### config.mk
export PLATFORM = sky130hd
export DESIGN_NAME = pin_irq_unit
export DESIGN_NICKNAME = d
export VERILOG_FILES = /design/src/rtl/pin_irq_unit.sv
export SDC_FILE = /design/constraint.sdc
export NUM_CORES = 1
export LEC_CHECK = 0
export CORE_MARGIN = 3
export CORE_UTILIZATION = 40
export DETAILED_ROUTE_END_ITERATION = 7
export GPL_TIMING_DRIVEN = 0
export MAX_ROUTING_LAYER = met4
export PLACE_DENSITY_LB_ADDON = 0.15
export SLEW_MARGIN = 30
export SYNTH_ARGS = -nofsm -noshare
export SYNTH_HDL_FRONTEND = slang
export SYNTH_SLANG_ARGS = --single-unit
### constraint.sdc
create_clock -name clk -period 4.1 [get_ports clk]
set_input_delay 0.82 -clock clk [delete_from_list [all_inputs] [get_ports clk]]
set_output_delay 0.82 -clock clk [all_outputs]
set_load 0.01 [all_outputs]
### src/rtl/pin_irq_unit.sv
module pin_irq_unit #(
  parameter int NUM_CH   = 8,
  parameter int NUM_PADS = 64,
  parameter int AW       = 4
) (
  input  logic                 clk,
  input  logic                 rst_n,
  input  logic [NUM_PADS-1:0]  pads,
  input  logic                 bus_we,
  input  logic [AW-1:0]        bus_addr,
  input  logic [((NUM_CH > $clog2(NUM_PADS)) ? NUM_CH : $clog2(NUM_PADS))-1:0] bus_wdata,
  output logic [((NUM_CH > $clog2(NUM_PADS)) ? NUM_CH : $clog2(NUM_PADS))-1:0] bus_rdata,
  output logic [NUM_CH-1:0]    irq
);
  localparam int SEL_W = $clog2(NUM_PADS);
  localparam int DW = (NUM_CH > SEL_W) ? NUM_CH : SEL_W;
  localparam logic [AW-1:0] A_MODE = AW'(NUM_CH);
  localparam logic [AW-1:0] A_RSET = AW'(NUM_CH + 1);
  localparam logic [AW-1:0] A_RCLR = AW'(NUM_CH + 2);
  localparam logic [AW-1:0] A_FSET = AW'(NUM_CH + 3);
  localparam logic [AW-1:0] A_FCLR = AW'(NUM_CH + 4);
  localparam logic [AW-1:0] A_RST  = AW'(NUM_CH + 5);
  localparam logic [AW-1:0] A_FST  = AW'(NUM_CH + 6);

  logic [SEL_W-1:0]  sel [NUM_CH];
  logic [NUM_CH-1:0] mode, ren, fen, rdet, fdet;
  logic [NUM_CH-1:0] picked, s1, s2, s3, rise, fall, w;

  assign w = bus_wdata[NUM_CH-1:0];

  always_comb
    for (int i = 0; i < NUM_CH; i++) picked[i] = pads[sel[i]];

  assign rise = s2 & ~s3;
  assign fall = ~s2 & s3;

  always_ff @(posedge clk or negedge rst_n) begin
    if (!rst_n) begin
      for (int i = 0; i < NUM_CH; i++) sel[i] <= '0;
      {s1, s2, s3} <= '0;
      {mode, ren, fen, rdet, fdet} <= '0;
    end else begin
      s1 <= picked;
      s2 <= s1;
      s3 <= s2;
      for (int i = 0; i < NUM_CH; i++)
        if (bus_we && bus_addr == AW'(i)) sel[i] <= bus_wdata[SEL_W-1:0];
      if (bus_we && bus_addr == A_MODE) mode <= w;
      if (bus_we && bus_addr == A_RSET) ren <= ren | w;
      else if (bus_we && bus_addr == A_RCLR) ren <= ren & ~w;
      if (bus_we && bus_addr == A_FSET) fen <= fen | w;
      else if (bus_we && bus_addr == A_FCLR) fen <= fen & ~w;
      rdet <= (rdet & ~((bus_we && bus_addr == A_RST) ? w : '0)) | rise;
      fdet <= (fdet & ~((bus_we && bus_addr == A_FST) ? w : '0)) | fall;
    end
  end

  always_comb begin
    bus_rdata = '0;
    for (int i = 0; i < NUM_CH; i++)
      if (bus_addr == AW'(i)) bus_rdata = DW'(sel[i]);
    case (bus_addr)
      A_MODE:         bus_rdata = DW'(mode);
      A_RSET, A_RCLR: bus_rdata = DW'(ren);
      A_FSET, A_FCLR: bus_rdata = DW'(fen);
      A_RST:          bus_rdata = DW'(rdet);
      A_FST:          bus_rdata = DW'(fdet);
      default: ;
    endcase
  end

  assign irq = (~mode & ((rdet & ren) | (fdet & fen))) | (mode & ren & ~(s2 ^ fen));


  rset_keep_chk: assert property (@(posedge clk) disable iff (!rst_n)
    (bus_we && bus_addr == A_RSET) |=>
      ((ren & $past(w)) == $past(w)) && (($past(ren) & ~ren) == '0));

  rclr_keep_chk: assert property (@(posedge clk) disable iff (!rst_n)
    (bus_we && bus_addr == A_RCLR) |=>
      ((ren & $past(w)) == '0) && ((ren & ~$past(ren)) == '0));

  stat_src_chk: assert property (@(posedge clk) disable iff (!rst_n)
    1'b1 |=> ((rdet & ~$past(rdet) & ~$past(rise)) == '0) &&
             ((fdet & ~$past(fdet) & ~$past(fall)) == '0));

  edge_irq_chk: assert property (@(posedge clk) disable iff (!rst_n)
    (irq & ~mode & ~(rdet | fdet)) == '0);

  off_quiet_chk: assert property (@(posedge clk) disable iff (!rst_n)
    (irq & ~(ren | fen)) == '0);
endmodule

==> impl_metrics.json <==
{
  "detail_route.wl_per_cell_um": 29.1,
  "num_io_pins": 95,
  "setup_violations": 0,
  "via_count": 8165,
  "fin_nets": 972,
  "numCtsBuffers": 9,
  "grt_pass1_vias": 8098,
  "avgViaCountPerCell": 6.74,
  "slew_headroom_pct": 37.5,
  "clockBufferDepth": 2,
  "routed_wl_mm": 35.3,
  "cts_tree": "yes",
  "fin_area_sq_um": 11100,
  "synth_area_per_cell_sq_um": 12.0,
  "track_usage_pct": 28.4,
  "portBuffers": 92,
  "status": "finished clean",
  "period_share_pct": 97.0,
  "r2r_cells": 7,
  "endpoint_kind": "output port",
  "clkTransAtPathRegs_ns": 0.09,
  "fmax_ghz": 0.251,
  "grt_overflow": 0,
  "synth_top_area_cell": "mux4_2",
  "postCtsSetupRepairBufs": 0,
  "grt_max_degree": 69,
  "dieArea_sq_um": 25500,
  "drv_cap": 0,
  "rsz0062_at_grt": "false",
  "maxSlewViolCount": 0,
  "clk_latency_ns": 0.37,
  "min_path_type": "in -> async",
  "max_slew.worst_pin.slew_ns": 0.937,
  "hold_violations": 0,
  "synth_common_cells": "mux4_2, dfrtp_1, mux2_2",
  "vdd_drop_max_mv": 0.220,
  "die_h_um": 160,
  "synth_edf_count": 0,
  "synthFlopType": "dfrtp_1",
  "final_util_pct": 48.5,
  "rows": 55,
  "drtPass1Iterations": 6,
  "syn_area_sq_um": 9430,
  "critPathRequiredTime_ns": 3.28,
  "ys_top_cells_by_area": "mux4_2, dfrtp_1, mux2_2",
  "fp.dieW_um": 160,
  "antenna_found_initial": 0,
  "gp_congestion": 0.937,
  "path_delay_family": "buffers and inverters",
  "async_reset_ff_share_pct": 100,
  "antenna_left": 0,
  "root_buffer": "clkbuf_16",
  "start_util_pct": 41.2,
  "dr.first_iter.drc_count": 901,
  "dp_hpwl_mm": 25.6,
  "critPathMaxFanout": 10,
  "syn_inst": 789,
  "syn_to_final_growth_pct": 17.8,
  "placed_area_sq_um": 10800,
  "synth-seq-area-share_pct": 29.7,
  "synth_top_area_share_pct": 30.1,
  "synth_seq_cells": 112,
  "worst_setup_path_start_kind": "input port",
  "arrival_ns": 3.16,
  "cts.sinks": 112,
  "synth.distinct_cells": 48,
  "drc": 0,
  "crit_type": "in -> out",
  "final_layout_size_suffix_gt1_share_pct": 30.7,
  "synth_nets": 868,
  "core_area_sq_um": 22900,
  "powerDensity_nw_per_um2": 458,
  "diodes": 0,
  "max_stage_delay_ns": 0.58,
  "finalWorstPathRequiredPeriod_ns": 3.98,
  "crit_slowest_cell": "clkdlybuf4s50_1",
  "grt_pass1_wl_mm": 52.6,
  "ys_warn_count": 0,
  "leakagePower_nw": 4.21,
  "skew_ns": 0.0151,
  "htreeDepth": 3,
  "crit_buf_inv": 4,
  "synth.most_common_cell": "mux4_2",
  "cp_cell_sequence": "clkdlybuf4s50_1 > clkbuf_4 > clkbuf_4 > mux4_2 > mux2i_1 > o22ai_1 > clkdlybuf4s50_1",
  "cp.depth": 7
}
-- cell usage in the layout (no fill, tap or decap), types with 3 or more instances in the layout --
| master | Yosys | layout |
|---|---|---|
| mux4_2 | 126 | 126 |
| dfrtp_1 | 112 | 112 |
| clkdlybuf4s50_1 | 0 | 91 |
| mux2_2 | 77 | 77 |
| nand2_1 | 70 | 70 |
| nand3_1 | 51 | 51 |
| nor2_1 | 47 | 47 |
| a22o_1 | 27 | 27 |
| mux2i_1 | 25 | 25 |
| clkbuf_1 | 26 | 24 |
| o21ai_0 | 23 | 23 |
| buf_2 | 21 | 20 |
| inv_1 | 20 | 20 |
| buf_4 | 18 | 18 |
| a22oi_1 | 17 | 17 |
| a21oi_1 | 15 | 15 |
| a221oi_1 | 17 | 15 |
| nor2b_1 | 14 | 14 |
| o211ai_1 | 9 | 9 |
| clkbuf_16 | 0 | 9 |
| a31oi_1 | 8 | 8 |
| a221o_1 | 7 | 7 |
| mux4_1 | 7 | 7 |
| nand3b_1 | 6 | 6 |
| o22ai_1 | 4 | 4 |
| and2_1 | 4 | 4 |
| o21ai_1 | 4 | 4 |
| nand4_1 | 4 | 4 |
| and3_1 | 3 | 3 |
| o21bai_1 | 3 | 3 |
-- path summary, 6_finish.rpt --
kind / to / from / slack (ns)
worst max-delay path: bus_rdata[0] / bus_addr[2] / 0.12
worst min-delay path: asynchronous set/reset pin / rst_n / 0.33
worst max register to register: s1[7]$_DFF_PN0_ / sel[1]$_DFFE_PN0P_ / 1.70
worst min register to register: s2[7]$_DFF_PN0_ / s1[7]$_DFF_PN0_ / 0.35
max in group asynchronous: s2[1]$_DFF_PN0_ / rst_n / 3.07
min in group clk: s2[7]$_DFF_PN0_ / s1[7]$_DFF_PN0_ / 0.35
-- layer usage --
metal	part of all wire (%)	track usage, %	vias up
met3	11	5.98	79
met1	39	37.5	4139
li1	-	-	3371
met5	0	-	-
met4	4.2	11.2	0
met2	46	43.0	576
-- stage by stage --
stage,hold slack [ns],power (mW),cells,worst slack [ns],TNS (ns)
2_1_floorplan,0.331,3.29,789,1.21,0
3_3_place_gp,0.333,4.11,1194,-2.47,-275.61
3_5_place_dp,0.335,4.15,1195,-0.178,-0.604
4_1_cts,0.346,5.06,1211,0.00891,0
5_1_grt,0.348,5.32,1211,0.0506,0
6_report,0.327,5.09,1211,0.121,0
-- kinds of logic (layout without fill, tap and decap cells) --
| group | count (synthesis) | count (layout) | share of synthesized area (%) |
|---|---|---|---|
| AO/OA/AOI/OAI | 140 | 140 | 10.8 |
| XOR/XNOR | 1 | 1 | 0.0929 |
| buffers and inverters | 90 | 199 | 4.75 |
| flip-flops | 112 | 112 | 29.7 |
| multiplexers | 236 | 236 | 44.0 |
| AND/OR/NAND/NOR | 210 | 210 | 10.6 |
-- layout make-up --
| type | count | area (sq um) |
|---|---|---|
| inverters | 21 | 78.8 |
| well taps | 313 | 392 |
| repair buffers | 93 | 953 |
| flip-flops and latches | 112 | 2800 |
| fillers | 2089 | 11800 |
| plain buffers | 69 | 377 |
| clock inverters | 7 | 76.3 |
| clock buffers | 9 | 225 |
| multi-input cells | 587 | 6210 |
-- worst reg2reg max path, stage by stage, from the launching register on --
cell,delay [ns]
dfrtp_1,0.34
clkbuf_1,0.47
buf_2,0.41
mux4_2,0.37
nand3_1,0.10
a31oi_1,0.08
a21oi_1,0.37
o21ai_0,0.14
-- report_power, final --
group          switching (mW)  internal, mW
clock network           0.481         0.434
registers               0.274          1.39
logic                    1.27          1.24
total                    2.02          3.06
-- what timing repair did --
item / 4_1_cts / 5_1_grt
resized for setup: 2 / 5
endpoints found under the setup margin: 5 / 4
hold buffers: 0 / 0
pin swaps: 0 / 0
Note: power is estimated with default switching activity, not from simulation.
